$ cat src/rtl/nand_seq_pkg.sv
package nand_seq_pkg;
  typedef enum logic [2:0] {
    SQ_IDLE = 3'd0,
    SQ_BUS  = 3'd1,
    SQ_GAP  = 3'd2,
    SQ_WAIT = 3'd3,
    SQ_DONE = 3'd4
  } seq_state_t;
endpackage

$ cat src/rtl/nand_addr_pack.sv
module nand_addr_pack #(
  parameter int COL_CYCLES = 2,
  parameter int ROW_CYCLES = 3,
  parameter int PAGE_BITS  = 6,
  parameter int BLOCK_BITS = 11,
  parameter int IDX_W      = 3
) (
  input  logic [IDX_W-1:0]        idx,
  input  logic [7:0]              cmd_a,
  input  logic [7:0]              cmd_b,
  input  logic                    with_b,
  input  logic [1:0]              mode,
  input  logic [COL_CYCLES*8-1:0] col,
  input  logic [BLOCK_BITS-1:0]   blk,
  input  logic [PAGE_BITS-1:0]    pg,
  output logic [7:0]              bus_byte,
  output logic                    is_cmd,
  output logic                    is_addr,
  output logic                    is_last
);
  localparam int ROW_W = ROW_CYCLES * 8;

  logic [IDX_W-1:0] n_col, n_row, last_idx;
  logic [ROW_W-1:0] row;

  always_comb begin
    n_col    = mode[0] ? IDX_W'(COL_CYCLES) : '0;
    n_row    = mode[1] ? IDX_W'(ROW_CYCLES) : '0;
    last_idx = n_col + n_row + (with_b ? IDX_W'(1) : '0);
    row      = '0;
    row[PAGE_BITS-1:0]             = pg;
    row[PAGE_BITS +: BLOCK_BITS]   = blk;
    is_cmd   = 1'b0;
    is_addr  = 1'b0;
    bus_byte = 8'h00;
    if (idx == '0) begin
      is_cmd   = 1'b1;
      bus_byte = cmd_a;
    end else if (idx <= n_col) begin
      is_addr  = 1'b1;
      bus_byte = 8'(col >> (8 * (idx - IDX_W'(1))));
    end else if (idx <= n_col + n_row) begin
      is_addr  = 1'b1;
      bus_byte = 8'(row >> (8 * (idx - IDX_W'(1) - n_col)));
    end else begin
      is_cmd   = 1'b1;
      bus_byte = cmd_b;
    end
    is_last = (idx == last_idx);
  end
endmodule

$ cat src/rtl/nand_we_timer.sv
module nand_we_timer #(
  parameter int WE_LOW  = 2,
  parameter int WE_HIGH = 2
) (
  input  logic clk,
  input  logic rst_n,
  input  logic clear,
  input  logic run,
  output logic strobe_low,
  output logic cycle_end
);
  localparam int MAXP = (WE_LOW > WE_HIGH) ? WE_LOW : WE_HIGH;
  localparam int CW   = $clog2(MAXP + 1);

  logic          phase_q, phase_d;
  logic [CW-1:0] cnt_q, cnt_d;

  always_comb begin
    phase_d = phase_q;
    cnt_d   = cnt_q;
    if (clear) begin
      phase_d = 1'b0;
      cnt_d   = '0;
    end else if (run) begin
      if (!phase_q && cnt_q == CW'(WE_LOW - 1)) begin
        phase_d = 1'b1;
        cnt_d   = '0;
      end else if (phase_q && cnt_q == CW'(WE_HIGH - 1)) begin
        phase_d = 1'b0;
        cnt_d   = '0;
      end else begin
        cnt_d = cnt_q + CW'(1);
      end
    end
  end

  always_ff @(posedge clk or negedge rst_n) begin
    if (!rst_n) begin
      phase_q <= 1'b0;
      cnt_q   <= '0;
    end else begin
      phase_q <= phase_d;
      cnt_q   <= cnt_d;
    end
  end

  assign strobe_low = !phase_q;
  assign cycle_end  = run && phase_q && (cnt_q == CW'(WE_HIGH - 1));
endmodule

$ cat src/rtl/nand_rb_watch.sv
module nand_rb_watch #(
  parameter int TIMEOUT_CYCLES = 100000
) (
  input  logic clk,
  input  logic rst_n,
  input  logic rb_n,
  input  logic arm,
  output logic ready,
  output logic expired
);
  localparam int TW = $clog2(TIMEOUT_CYCLES + 1);

  logic          s1_q, s2_q;
  logic [TW-1:0] cnt_q, cnt_d;

  always_ff @(posedge clk or negedge rst_n) begin
    if (!rst_n) begin
      s1_q <= 1'b1;
      s2_q <= 1'b1;
    end else begin
      s1_q <= rb_n;
      s2_q <= s1_q;
    end
  end

  always_comb begin
    if (!arm)
      cnt_d = '0;
    else if (cnt_q == TW'(TIMEOUT_CYCLES - 1))
      cnt_d = cnt_q;
    else
      cnt_d = cnt_q + TW'(1);
  end

  always_ff @(posedge clk or negedge rst_n) begin
    if (!rst_n) cnt_q <= '0;
    else        cnt_q <= cnt_d;
  end

  assign ready   = s2_q;
  assign expired = arm && !s2_q && (cnt_q == TW'(TIMEOUT_CYCLES - 1));
endmodule

$ cat src/rtl/nand_cmd_seq.sv
module nand_cmd_seq
  import nand_seq_pkg::*;
#(
  parameter int COL_CYCLES     = 2,
  parameter int ROW_CYCLES     = 3,
  parameter int PAGE_BITS      = 6,
  parameter int BLOCK_BITS     = 11,
  parameter int WE_LOW         = 2,
  parameter int WE_HIGH        = 2,
  parameter int BUSY_DELAY     = 2,
  parameter int TIMEOUT_CYCLES = 100000
) (
  input  logic                    clk,
  input  logic                    rst_n,
  input  logic                    start,
  input  logic [7:0]              cmd_first,
  input  logic [7:0]              cmd_confirm,
  input  logic                    use_confirm,
  input  logic [1:0]              addr_mode,
  input  logic [COL_CYCLES*8-1:0] col_addr,
  input  logic [BLOCK_BITS-1:0]   block,
  input  logic [PAGE_BITS-1:0]    page,
  input  logic                    rb_n,
  output logic                    ce_n,
  output logic                    cle,
  output logic                    ale,
  output logic                    we_n,
  output logic [7:0]              dq_out,
  output logic                    dq_oe,
  output logic                    busy,
  output logic                    done,
  output logic                    timeout
);
  localparam int COL_W     = COL_CYCLES * 8;
  localparam int MAX_ITEMS = 2 + COL_CYCLES + ROW_CYCLES;
  localparam int IDX_W     = $clog2(MAX_ITEMS + 1);
  localparam int GW        = $clog2(BUSY_DELAY + 1);

  seq_state_t state_q, state_d;
  logic [IDX_W-1:0]      idx_q, idx_d;
  logic [GW-1:0]         gcnt_q, gcnt_d;
  logic                  tflag_q, tflag_d;
  logic [7:0]            cmd_a_q, cmd_b_q;
  logic                  with_b_q;
  logic [1:0]            mode_q;
  logic [COL_W-1:0]      col_q;
  logic [BLOCK_BITS-1:0] blk_q;
  logic [PAGE_BITS-1:0]  pg_q;

  logic       accept;
  logic [7:0] item_byte;
  logic       item_cmd, item_addr, item_last;
  logic       strobe_low, cycle_end;
  logic       rb_ready, rb_expired;

  assign accept = start && (state_q == SQ_IDLE);

  nand_addr_pack #(
    .COL_CYCLES(COL_CYCLES), .ROW_CYCLES(ROW_CYCLES),
    .PAGE_BITS(PAGE_BITS), .BLOCK_BITS(BLOCK_BITS), .IDX_W(IDX_W)
  ) u_pack (
    .idx(idx_q), .cmd_a(cmd_a_q), .cmd_b(cmd_b_q), .with_b(with_b_q),
    .mode(mode_q), .col(col_q), .blk(blk_q), .pg(pg_q),
    .bus_byte(item_byte), .is_cmd(item_cmd), .is_addr(item_addr),
    .is_last(item_last)
  );

  nand_we_timer #(.WE_LOW(WE_LOW), .WE_HIGH(WE_HIGH)) u_timer (
    .clk(clk), .rst_n(rst_n), .clear(accept),
    .run(state_q == SQ_BUS), .strobe_low(strobe_low), .cycle_end(cycle_end)
  );

  nand_rb_watch #(.TIMEOUT_CYCLES(TIMEOUT_CYCLES)) u_rb (
    .clk(clk), .rst_n(rst_n), .rb_n(rb_n), .arm(state_q == SQ_WAIT),
    .ready(rb_ready), .expired(rb_expired)
  );

  always_comb begin
    state_d = state_q;
    idx_d   = idx_q;
    gcnt_d  = '0;
    tflag_d = tflag_q;
    unique case (state_q)
      SQ_IDLE: if (accept) begin
        state_d = SQ_BUS;
        idx_d   = '0;
        tflag_d = 1'b0;
      end
      SQ_BUS: if (cycle_end) begin
        if (item_last) state_d = SQ_GAP;
        else           idx_d   = idx_q + IDX_W'(1);
      end
      SQ_GAP: begin
        if (gcnt_q == GW'(BUSY_DELAY - 1)) state_d = SQ_WAIT;
        else                               gcnt_d  = gcnt_q + GW'(1);
      end
      SQ_WAIT: begin
        if (rb_ready) begin
          state_d = SQ_DONE;
          tflag_d = 1'b0;
        end else if (rb_expired) begin
          state_d = SQ_DONE;
          tflag_d = 1'b1;
        end
      end
      SQ_DONE: state_d = SQ_IDLE;
      default: state_d = SQ_IDLE;
    endcase
  end

  always_ff @(posedge clk or negedge rst_n) begin
    if (!rst_n) begin
      state_q <= SQ_IDLE;
      idx_q   <= '0;
      gcnt_q  <= '0;
      tflag_q <= 1'b0;
    end else begin
      state_q <= state_d;
      idx_q   <= idx_d;
      gcnt_q  <= gcnt_d;
      tflag_q <= tflag_d;
    end
  end

  always_ff @(posedge clk or negedge rst_n) begin
    if (!rst_n) begin
      cmd_a_q  <= '0;
      cmd_b_q  <= '0;
      with_b_q <= 1'b0;
      mode_q   <= '0;
      col_q    <= '0;
      blk_q    <= '0;
      pg_q     <= '0;
    end else if (accept) begin
      cmd_a_q  <= cmd_first;
      cmd_b_q  <= cmd_confirm;
      with_b_q <= use_confirm;
      mode_q   <= addr_mode;
      col_q    <= col_addr;
      blk_q    <= block;
      pg_q     <= page;
    end
  end

  always_comb begin
    ce_n    = 1'b1;
    cle     = 1'b0;
    ale     = 1'b0;
    we_n    = 1'b1;
    dq_out  = 8'h00;
    dq_oe   = 1'b0;
    busy    = (state_q != SQ_IDLE);
    done    = (state_q == SQ_DONE);
    timeout = (state_q == SQ_DONE) && tflag_q;
    unique case (state_q)
      SQ_BUS: begin
        ce_n   = 1'b0;
        cle    = item_cmd;
        ale    = item_addr;
        we_n   = !strobe_low;
        dq_out = item_byte;
        dq_oe  = 1'b1;
      end
      SQ_GAP, SQ_WAIT: ce_n = 1'b0;
      default: ;
    endcase
  end
endmodule

$ cat config.mk
export PLATFORM = sky130hd
export DESIGN_NAME = nand_cmd_seq
export DESIGN_NICKNAME = d
export VERILOG_FILES = /design/src/rtl/nand_seq_pkg.sv /design/src/rtl/nand_addr_pack.sv /design/src/rtl/nand_we_timer.sv /design/src/rtl/nand_rb_watch.sv /design/src/rtl/nand_cmd_seq.sv
export SDC_FILE = /design/constraint.sdc
export NUM_CORES = 1
export LEC_CHECK = 0
export ABC_CLOCK_PERIOD_IN_PS = 3100
export BUFFER_PORTS_ARGS = -buffer_cell sky130_fd_sc_hd__buf_2
export CORE_MARGIN = 3
export CORE_UTILIZATION = 30
export DETAILED_ROUTE_END_ITERATION = 6
export PLACE_DENSITY_LB_ADDON = 0.2
export SLEW_MARGIN = 5
export SYNTH_ARGS = -nofsm -noshare
export SYNTH_HDL_FRONTEND = slang
export SYNTH_SLANG_ARGS = --single-unit
$ cat constraint.sdc
create_clock -name clk -period 3.1 [get_ports clk]
set_input_delay 0.775 -clock clk [delete_from_list [all_inputs] [get_ports clk]]
set_output_delay 0.775 -clock clk [all_outputs]
set_load 0.01 [all_outputs]
==> results of run 1 <==
[what timing repair did]
| action | CTS | global route |
|---|---|---|
| setup buffers | 5 | 1 |
| hold endpoints to repair | 0 | 0 |
| setup endpoints to repair | 10 | 10 |
| pin swaps | 20 | 7 |
| gates resized for setup | 29 | 8 |
[worst max-delay path, cell delays in order (launching register included)]
cell and delay, ns:
dfrtp_1 0.39, ha_1 0.29, inv_2 0.04, ha_4 0.25, nor2b_4 0.13, o21ai_2 0.06, a32oi_2 0.26, buf_6 0.19
mux2i_1 0.19, o21ai_1 0.12, buf_2 0.16
[metal layers]
layer	wire [µm]	vias to the layer above	share of wire, %	GRT usage, %
li1	-	1535	-	-
met3	381	13	3.8	3.033
met4	188	0	1.9	5.357
met1	4799	1511	48	17.80
met2	4552	54	46	20.30
met5	0	-	0	0
[metrics by stage]
stage / utilization [%] / hold WS, ns
6_report: 39.25 / 0.3556
5_1_grt: 39.25 / 0.3630
4_1_cts: 38.98 / 0.3571
3_5_place_dp: 35.57 / 0.3487
3_3_place_gp: 35.57 / 0.3471
2_1_floorplan: - / 0.3452
[synth_stat cells (all sizes together) (2+ instances only)]
cell type  instances
and4               3
nor2              43
nor3b              3
nand2             20
and3               3
dfstp              2
inv                9
nor3               6
xor2               7
ha                14
o21ai             22
mux2              53
nand3              7
dfrtp             81
buf               10
a21oi              5
nand2b             9
nand4              5
a31oi              6
nor2b              4
mux2i             24
and2               3
clkbuf             6
a2bb2oi            7
o21bai             2
or3                4
xnor2             12
[cells in the final DEF (no fill, tap or decap), types with 3 or more instances in the layout]
cell type / instances
a21oi_1: 4
a2bb2oi_1: 7
a31oi_1: 6
buf_2: 69
buf_4: 21
clkbuf_16: 9
dfrtp_1: 80
ha_1: 7
ha_4: 7
inv_1: 5
inv_2: 4
mux2_2: 53
mux2i_1: 24
nand2_1: 17
nand2b_1: 9
nand3_1: 7
nand4_1: 5
nor2_1: 41
nor2b_1: 3
nor3_1: 6
nor3b_1: 3
o21ai_0: 13
o21ai_1: 7
or3_1: 3
xnor2_1: 11
xor2_1: 7
[worst min-delay path by stage]
| stage | start | endpoint | slack, ns | cells after the start |
|---|---|---|---|---|
| final | u_rb.s1_q$_DFF_PN1_ | u_rb.ready$_DFF_PN1_ | 0.36 | 0 |
| after floorplan | u_rb.s1_q$_DFF_PN1_ | u_rb.ready$_DFF_PN1_ | 0.35 | 0 |
| after detailed placement | u_rb.s1_q$_DFF_PN1_ | u_rb.ready$_DFF_PN1_ | 0.35 | 0 |
| after CTS | u_rb.s1_q$_DFF_PN1_ | u_rb.ready$_DFF_PN1_ | 0.36 | 0 |
| after global routing | u_rb.s1_q$_DFF_PN1_ | u_rb.ready$_DFF_PN1_ | 0.36 | 0 |
| after global placement | u_rb.s1_q$_DFF_PN1_ | u_rb.ready$_DFF_PN1_ | 0.35 | 0 |
[cells by family after synthesis]
kind of cell | synth area share [%]
xor+xnor | 3.878
flops | 48.45
mux | 19.50
fa+ha+maj | 4.548
simple gates | 13.96
compound gates | 7.085
buf+inv | 2.565
[cell type report]
| type | count | area, µm² | share of cell area [%] |
|---|---|---|---|
| clock inverters | 2 | 35.03 | 0.6406 |
| clock buffers | 13 | 260.3 | 4.759 |
| repair buffers | 94 | 565.5 | 10.34 |
| well taps | 180 | 225.2 | 4.118 |
| flip-flops and latches | 83 | 2081 | 38.05 |
| inverters | 9 | 33.78 | 0.6177 |
| multi-input cells | 276 | 2268 | 41.48 |
[flip-flops by register name, summed over array words and instances, names as in the netlist, 2 cells and up]
register / cells
blk_q: 11
cmd_a_q: 8
cmd_b_q: 8
col_q: 16
gcnt_q: 2
idx_q: 3
mode_q: 2
pg_q: 6
state_q: 3
u_rb.cnt_q: 17
u_timer.cnt_q: 2
[power breakdown]
part	switching (mW)	internal (mW)
clock network	0.410	0.663
logic	1.53	1.65
registers	0.246	1.49
total	2.18	3.80
==> impl_metrics.csv, run 1 <==
group,metric,value,unit
logic_synthesis,synth_edf_count,0,
logic_synthesis,synth_ff_type,"dfrtp_1",
routing,wl_per_cell,15.10,µm
worst_setup_path,critPathArrivalTime,2.42,ns
pwr,powerDensity,1094,mW/mm²
routing,drt_iter0_drc,232,
timing,final.period_utilization,103.2,%
timing,maxSlewHeadroom,54.80,%
global_routing,overflow,0,
worst_setup_path,endpoint_kind,"output port",
pwr,ir_drop,0.0003486,V
floorplan,die_y,125.6,µm
clock_network,root_buffer,"clkbuf_16",
logic_synthesis,synth_seq_cells,83,
floorplan,die_w,125.6,µm
run_status,failed_checks,"negative setup slack",
logic_synthesis,ys_seq_area_share,48.45,%
timing,setup_viol,10,
routing,drc,0,
logic_synthesis,synth_fp_nets,455,
placed_design,hpwlAfterDp,7.044,mm
run_status,status,"finished with violations",
timing,max_freq,312.7,MHz
floorplan,rows,43,
global_routing,grt_pass1_wl,16.59,mm
clock_network,cts_tree,"yes",
logic_synthesis,avgSynthCellArea,11.18,µm²
clock_network,clockBufferDepth,2,
clock_network,hold_buffers,0,
floorplan,ioPinCount,72,
clock_network,clk_pin_slew,0.06,ns
routing,wl,9.921,mm
global_routing,grt_pass1_vias,3264,
global_routing,antenna_found_initial,0,
clock_network,cts_inserted_buffers,9,
worst_setup_path,rr_worst_depth,7,
worst_setup_path,crit_fanout,7,
worst_setup_path,cp_data_required_time,2.32,ns
logic_synthesis,synthTopCellsByArea,"dfrtp_1 47%, mux2_2 14%, mux2i_1 5.6%",
final_layout,layout.cells.non_filler,657,
clock_network,htree_levels,3,
placed_design,dp_cells,636,
timing,layout_setup_ws,-0.09767,ns
worst_setup_path,crit-reg2reg-capture,"state_q[0]$_DFFE_PN0P_",
job,cap_violations,0,
logic_synthesis,syn-cell-area,0.004292,mm²
logic_synthesis,yosys_warnings,0,
placed_design,gp_congestion,0.7784,
pwr,power.total,5.981,mW
floorplan,die_area,0.01578,mm²
logic_synthesis,netlist.area_leader.share,47.23,%
final_layout,num-fill-cells,1356,
placed_design,portBuffers,71,
logic_synthesis,yosysTopAreaCell,"dfrtp_1",
floorplan,core,0.01393,mm²
timing,final_max_slew_viol_count,0,
min_path,min_path_type,"flip-flop to flip-flop",
routing,first_pass_iters,4,
routing,num_vias,3113,
logic_synthesis,post_synth_num_cell_types,43,
logic_synthesis,async_flop_share,100.0,%
routing,viasPerCell,4.738,
worst_setup_path,critPathLaunchType,"flip-flop",
final_layout,drive_above_1_share,40.67,%
timing,setup_tns,-0.7590,ns
final_layout,post-route-cell-area,0.005469,mm²
final_layout,final_nets,544,
timing,worstMarginPinSlew,0.6728,ns
routing,ant_nets,0,
worst_setup_path,crit_start,"mode_q[0]$_DFFE_PN0P_",
worst_setup_path,r2r_setup_slack,1.03,ns
worst_setup_path,critPathKind,"flip-flop to output port",
timing,hold_viol_final,0,
pwr,leakagePower,2.360,nW
placed_design,placed_area,0.004956,mm²
global_routing,grt_max_degree,56,
timing,rsz0062_at_grt,"true",
final_layout,n_antenna_cell,0,
global_routing,grtUsageTotal,13.13,%
clock_network,cts_sinks,83,
clock_network,clock_latency,0.34,ns
logic_synthesis,postSynthCellCount,384,
timing,period_minus_slack,3.198,ns
floorplan,start_util,30.80,%
placed_design,pre_cts_slack,-0.003481,ns
worst_setup_path,r2r-start,"mode_q[1]$_DFFE_PN0P_",
timing,finClkSkew,0.007997,ns
worst_setup_path,crit_end,"dq_out[7]",
final_layout,area_growth,27.43,%
(Power assumes the default switching activity.)
==> inputs of run 2 (changes only) <==
--- a/config.mk
+++ b/config.mk
@@ -6,7 +6,7 @@
 export NUM_CORES = 1
 export LEC_CHECK = 0
 export ABC_CLOCK_PERIOD_IN_PS = 3100
-export BUFFER_PORTS_ARGS = -buffer_cell sky130_fd_sc_hd__buf_2
+export BUFFER_PORTS_ARGS = -buffer_cell sky130_fd_sc_hd__clkbuf_2
 export CORE_MARGIN = 3
 export CORE_UTILIZATION = 30
 export DETAILED_ROUTE_END_ITERATION = 6
==> run 2 against run 1 <==
Against the previous run: the flow still finishes with violations (negative setup slack); core utilization fell by 0.22 points; sequential power barely moved; via count rose by 1.0%; register-to-register slack got worse by 0.04 ns; wire length rose by 0.73%; largest cell class unchanged.
==> impl_metrics.csv, run 2 (synthesized netlist as in run 1, its figures left out) <==
group,metric,value,unit
clock_network,hold_buffers,0,
pwr,powerDensity,1092,mW/mm²
timing,hold_viol_final,0,
timing,setup_viol,8,
min_path,worstHoldStart,"u_rb.s1_q$_DFF_PN1_",
timing,layout_setup_ws,-0.1362,ns
routing,first_pass_iters,4,
clock_network,htree_levels,3,
placed_design,gp_congestion,0.7847,
final_layout,n_antenna_cell,0,
clock_network,clockBufferDepth,2,
routing,num_vias,3144,
final_layout,regMostFlops,"u_rb.cnt_q",
worst_setup_path,crit-reg2reg-capture,"state_q[0]$_DFFE_PN0P_",
timing,max_freq,309.0,MHz
final_layout,layout_commonest_cell,"dfrtp_1",
placed_design,hpwlAfterDp,7.352,mm
worst_setup_path,max_stage_delay,0.39,ns
worst_setup_path,endpoint_kind,"output port",
global_routing,overflow,0,
routing,drc,0,
timing,maxSlewHeadroom,57.91,%
timing,finClkSkew,0.003879,ns
worst_setup_path,critPathKind,"flip-flop to output port",
routing,wl,9.993,mm
min_path,min_path_type,"flip-flop to flip-flop",
clock_network,root_buffer,"clkbuf_16",
worst_setup_path,rr_worst_depth,7,
timing,period_minus_slack,3.236,ns
run_status,status,"finished with violations",
global_routing,grtUsageTotal,13.48,%
clock_network,cts_inserted_buffers,9,
final_layout,final_nets,542,
placed_design,portBuffers,71,
timing,final.period_utilization,104.4,%
floorplan,start_util,30.80,%
final_layout,largest_registers,"u_rb.cnt_q: 17 flops, col_q: 16 flops, blk_q: 11 flops",
worst_setup_path,cp_data_required_time,2.32,ns
routing,ant_nets,0,
worst_setup_path,crit_buf_inv,3,
global_routing,grt_pass1_wl,16.99,mm
pwr,leakagePower,2.343,nW
min_path,whs_path_depth,0,
job,cap_violations,0,
run_status,failed_checks,"negative setup slack",
worst_setup_path,r2r-start,"mode_q[1]$_DFFE_PN0P_",
clock_network,clock_latency,0.33,ns
worst_setup_path,path_delay_family,"adder cells",
floorplan,die_area,0.01578,mm²
placed_design,dp_cells,636,
worst_setup_path,r2r_setup_slack,0.99,ns
global_routing,antenna_found_initial,0,
min_path,hold_end,"u_rb.ready$_DFF_PN1_",
worst_setup_path,path_cells,"inv_2, ha_4, ha_4, ha_4, inv_4, ha_4, nor2_4, nand4_1, or3_1, a21boi_2, buf_2",
clock_network,cts_sinks,83,
global_routing,grt_pass1_vias,3313,
global_routing,grt_max_degree,48,
worst_setup_path,critPathLaunchType,"flip-flop",
final_layout,layout.cells.non_filler,655,
final_layout,layout_common_cells,"81 x dfrtp_1, 63 x clkbuf_2, 53 x mux2_2",
clock_network,cts_tree,"yes",
clock_network,clk_pin_slew,0.06,ns
worst_setup_path,cp_slowest_cell,"dfrtp_1",
timing,worstMarginPinSlew,0.6299,ns
final_layout,num-fill-cells,1368,
timing,final_max_slew_viol_count,0,
floorplan,rows,43,
routing,drt_iter0_drc,117,
final_layout,final_util,39.03,%
routing,wl_per_cell,15.26,µm
final_layout,area_growth,26.73,%
routing,viasPerCell,4.800,
floorplan,core,0.01393,mm²
timing,rsz0062_at_grt,"true",
worst_setup_path,crit_fanout,3,
floorplan,die_w,125.6,µm
worst_setup_path,critPathArrivalTime,2.46,ns
floorplan,die_y,125.6,µm
worst_setup_path,path_common_cell,"ha_4",
final_layout,largest_reg_flops,17,
final_layout,drive_above_1_share,40.84,%
pwr,ir_drop,0.0003477,V
floorplan,ioPinCount,72,
## run 2: power breakdown
part	total [mW]	switching, mW	internal (mW)
logic	3.20	1.57	1.63
clock network	1.01	0.407	0.605
registers	1.73	0.240	1.49
## run 2: final cells by class
| class | count | area (µm²) | share of cell area (%) |
|---|---|---|---|
| Inverter | 9 | 36.28 | 0.6671 |
| Timing Repair Buffer | 92 | 538.0 | 9.892 |
| Tap cell | 180 | 225.2 | 4.141 |
| Clock buffer | 14 | 274.0 | 5.038 |
| Sequential cell | 83 | 2079 | 38.23 |
| Multi-Input combinational cell | 276 | 2278 | 41.89 |
| Clock inverter | 1 | 7.507 | 0.1380 |
## run 2: through the flow
stage | setup slack, ns | setup TNS (ns) | cell area [µm²] | total power, mW | hold slack, ns
2_1_floorplan | -0.007054 | -0.007054 | 4295 | 3.634 | 0.3452
3_3_place_gp | 0.07806 | 0 | 4943 | 4.438 | 0.3464
3_5_place_dp | -0.02494 | -0.02494 | 4943 | 4.511 | 0.3481
4_1_cts | -0.1652 | -0.9817 | 5391 | 5.910 | 0.3565
5_1_grt | -0.2674 | -2.035 | 5439 | 6.444 | 0.3632
6_report | -0.1362 | -0.6696 | 5439 | 5.942 | 0.3552
## run 2: what timing repair did
| item | in CTS | in global routing |
|---|---|---|
| resized for setup | 28 | 19 |
| pin swaps | 19 | 8 |
| buffers inserted | 3 | 1 |
| endpoints found under the setup margin | 10 | 10 |
| endpoints found under the hold margin | 0 | 0 |
## run 2: metal layers
layer / wire length, µm / GRT usage (%) / up-vias
met5: 0 / 0 / -
li1: - / - / 1544
met4: 110 / 4.401 / 0
met3: 424 / 3.503 / 11
met1: 4713 / 18.09 / 1532
met2: 4745 / 21.30 / 57
## run 2: how the worst max path moves through the flow
stage / start / end / cells after the start
2_1_floorplan: idx_q[0]$_DFFE_PN0P_ / dq_out[0] / 11
3_3_place_gp: idx_q[1]$_DFFE_PN0P_ / dq_out[5] / 12
3_5_place_dp: idx_q[0]$_DFFE_PN0P_ / dq_out[5] / 12
4_1_cts: idx_q[1]$_DFFE_PN0P_ / dq_out[0] / 11
5_1_grt: idx_q[1]$_DFFE_PN0P_ / dq_out[0] / 11
6_report: idx_q[0]$_DFFE_PN0P_ / dq_out[0] / 11
==> inputs of run 3 (changes only) <==
--- a/config.mk
+++ b/config.mk
@@ -8,10 +8,11 @@
 export ABC_CLOCK_PERIOD_IN_PS = 3100
 export BUFFER_PORTS_ARGS = -buffer_cell sky130_fd_sc_hd__clkbuf_2
 export CORE_MARGIN = 3
-export CORE_UTILIZATION = 30
+export CORE_UTILIZATION = 52
 export DETAILED_ROUTE_END_ITERATION = 6
 export PLACE_DENSITY_LB_ADDON = 0.2
 export SLEW_MARGIN = 5
 export SYNTH_ARGS = -nofsm -noshare
 export SYNTH_HDL_FRONTEND = slang
+export SYNTH_HIERARCHICAL = 1
 export SYNTH_SLANG_ARGS = --single-unit
==> run 3 against run 2 <==
Against the previous run: the flow still finishes with violations (negative setup slack); clock power is 25% lower; largest power group unchanged; critical path type unchanged; hold slack better by 0.0044 ns; via count is 2.2% lower; wire length is 4.9% lower; global-route usage is 6.3 points higher; combinational power is 5% lower; register-to-register slack worse by 0.33 ns; sequential cell count stayed put; core utilization is 25 points higher; highest routed layer unchanged.
==> impl_metrics.csv, run 3 <==
group,metric,value,unit
clock_network,clockBufferDepth,2,
logic_synthesis,post_synth_num_cell_types,71,
pwr,ir_drop,0.0004031,V
logic_synthesis,postSynthCellCount,373,
pwr,powerDensity,1020,mW/mm²
routing,drt_iter0_drc,125,
logic_synthesis,syn-cell-area,0.004663,mm²
run_status,failed_checks,"negative setup slack",
placed_design,hpwlAfterDp,6.700,mm
worst_setup_path,path_delay_family,"compound AO/OA/AOI/OAI gates",
placed_design,gp_congestion,0.8292,
worst_setup_path,endpoint_kind,"output port",
logic_synthesis,netlist_top_cells_count,"81 x dfrtp_1, 49 x mux2_4, 23 x and2_1",
timing,setup_viol,10,
timing,period_minus_slack,3.389,ns
routing,wl,9.505,mm
logic_synthesis,synth_ff_type,"dfrtp_1",
timing,rsz0062_at_grt,"true",
logic_synthesis,avgSynthCellArea,12.50,µm²
timing,finClkSkew,0.01704,ns
floorplan,rows,33,
final_layout,layout_common_cells,"81 x dfrtp_1, 68 x clkbuf_2, 49 x mux2_4",
job,cap_violations,0,
floorplan,die_w,100.7,µm
worst_setup_path,crit_fanout,5,
global_routing,grtUsageTotal,19.83,%
clock_network,cts_sinks,83,
global_routing,antenna_found_initial,0,
final_layout,final_util,64.52,%
logic_synthesis,synth_fp_nets,442,
logic_synthesis,yosys_warnings,6,
timing,final_max_slew_viol_count,0,
timing,max_freq,295.1,MHz
clock_network,cts_inserted_buffers,9,
timing,final.period_utilization,109.3,%
worst_setup_path,cp_data_required_time,2.32,ns
floorplan,die_area,0.01014,mm²
worst_setup_path,crit_buf_inv,2,
min_path,min_path_type,"flip-flop to flip-flop",
clock_network,htree_levels,3,
clock_network,clk_pin_slew,0.09,ns
timing,worstMarginPinSlew,1.020,ns
routing,drc,0,
placed_design,portBuffers,71,
timing,setup_tns,-2.378,ns
pwr,leakagePower,2.543,nW
final_layout,n_antenna_cell,0,
final_layout,largest_registers,"u_rb/cnt_q: 17 flops, col_q: 16 flops, blk_q: 11 flops",
logic_synthesis,synthTopCellsByArea,"dfrtp_1 43%, mux2_4 16%, ha_1 3.2%",
clock_network,hold_buffers,0,
logic_synthesis,yosysTopAreaCell,"dfrtp_1",
worst_setup_path,critPathLaunchType,"flip-flop",
timing,hold_viol_final,0,
clock_network,cts_tree,"yes",
logic_synthesis,async_flop_share,100.0,%
timing,whs,0.3596,ns
floorplan,die_y,100.7,µm
final_layout,area_growth,17.12,%
logic_synthesis,synth_edf_count,0,
global_routing,grt_pass1_wl,15.81,mm
floorplan,start_util,55.09,%
global_routing,grt_max_degree,84,
routing,wl_per_cell,16.94,µm
worst_setup_path,critPathArrivalTime,2.61,ns
timing,layout_setup_ws,-0.2886,ns
worst_setup_path,path_cells,"ha_1, inv_2, ha_4, nor2b_4, o21a_1, o211a_4, a221oi_4, o22ai_1, and2_1, clkbuf_2",
routing,viasPerCell,5.483,
routing,first_pass_iters,5,
final_layout,largest_reg_flops,17,
worst_setup_path,cp_slowest_cell,"dfrtp_1",
logic_synthesis,ys_seq_area_share,44.59,%
floorplan,ioPinCount,72,
worst_setup_path,critPathKind,"flip-flop to output port",
worst_setup_path,max_stage_delay,0.39,ns
routing,ant_nets,0,
final_layout,layout_commonest_cell,"dfrtp_1",
logic_synthesis,synth_seq_cells,83,
logic_synthesis,netlist.area_leader.share,43.47,%
clock_network,root_buffer,"clkbuf_8",
clock_network,clock_latency,0.36,ns
routing,num_vias,3076,
final_layout,regMostFlops,"u_rb/cnt_q",
placed_design,pre_cts_slack,-0.03184,ns
global_routing,grt_pass1_vias,3164,
floorplan,core,0.008464,mm²
run_status,status,"finished with violations",
final_layout,drive_above_1_share,45.39,%
final_layout,final_nets,520,
logic_synthesis,yosysMostFrequentCell,"dfrtp_1",
timing,maxSlewHeadroom,32.00,%
global_routing,overflow,0,
==> run 3: metal layers <==
layer	share of wire [%]	GRT usage, %	vias to the layer above
met1	44	26.37	1478
met4	1.2	6.321	0
met3	6.4	4.983	10
li1	-	-	1513
met2	48	31.85	75
met5	0	0	-
==> run 3: stage by stage <==
stage	instances	power (mW)	cell area (µm²)
final	561	5.572	5461
after global routing	561	5.982	5461
after CTS	560	5.410	5391
after detailed placement	542	4.363	5070
after global placement	542	4.292	5070
after floorplan	373	3.708	4672
==> run 3: report_power, final <==
group	leakage, nW	total [mW]	switching, mW	internal (mW)
clock	0.100	0.757	0.441	0.317
sequential	1.04	1.78	0.300	1.48
combinational	1.41	3.03	1.31	1.72
==> run 3: timing repair <==
item                                    in CTS  in global routing
endpoints found under the setup margin      10                 10
pin swaps                                   13                  2
setup buffers                                1                  1
resized for setup                           21                 11
cloned                                       1                  0
==> run 3: worst paths after layout <==
| kind | depth (start not counted) | from | slack, ns | endpoint |
|---|---|---|---|---|
| min reg2reg | 0 | u_rb/s1_q$_DFF_PN1_ | 0.36 | u_rb/ready$_DFF_PN1_ |
| max | 10 | mode_q[1]$_DFFE_PN0P_ | -0.29 | dq_out[3] |
| min in group asynchronous | 1 | rst_n | 0.59 | blk_q[1]$_DFFE_PN0P_ |
| min | 0 | u_rb/s1_q$_DFF_PN1_ | 0.36 | u_rb/ready$_DFF_PN1_ |
| max reg2reg | 8 | mode_q[1]$_DFFE_PN0P_ | 0.66 | idx_q[1]$_DFFE_PN0P_ |
| max in group asynchronous | 1 | rst_n | 1.85 | u_rb/cnt_q[1]$_DFFE_PN0P_ |
==> run 3: cells by family after synthesis <==
family | Yosys count | synth area share (%)
adder cells (fa/ha/maj) | 13 | 3.649
AO/OA/AOI/OAI | 54 | 8.398
XOR/XNOR | 15 | 2.817
multiplexers | 64 | 19.32
flip-flops | 83 | 44.59
buffers and inverters | 31 | 5.259
AND/OR/NAND/NOR | 113 | 15.96
==> run 3: area by class of cell <==
cell class	instances	area, µm²
clock buffer	9	123.9
clock inverter	7	68.82
timing repair buffer	83	498.0
sequential	83	2079
fill	626	3003
multi-input combinational	260	2507
inverter	14	52.55
tap	105	131.4
==> run 3: worst register-to-register path: stages (launching register included) <==
cell	delay (ns)
dfrtp_1	0.39
buf_4	0.16
ha_1	0.19
fa_1	0.51
xor2_1	0.15
nor3_1	0.12
nand3b_1	0.16
a211oi_1	0.46
mux2i_1	0.24
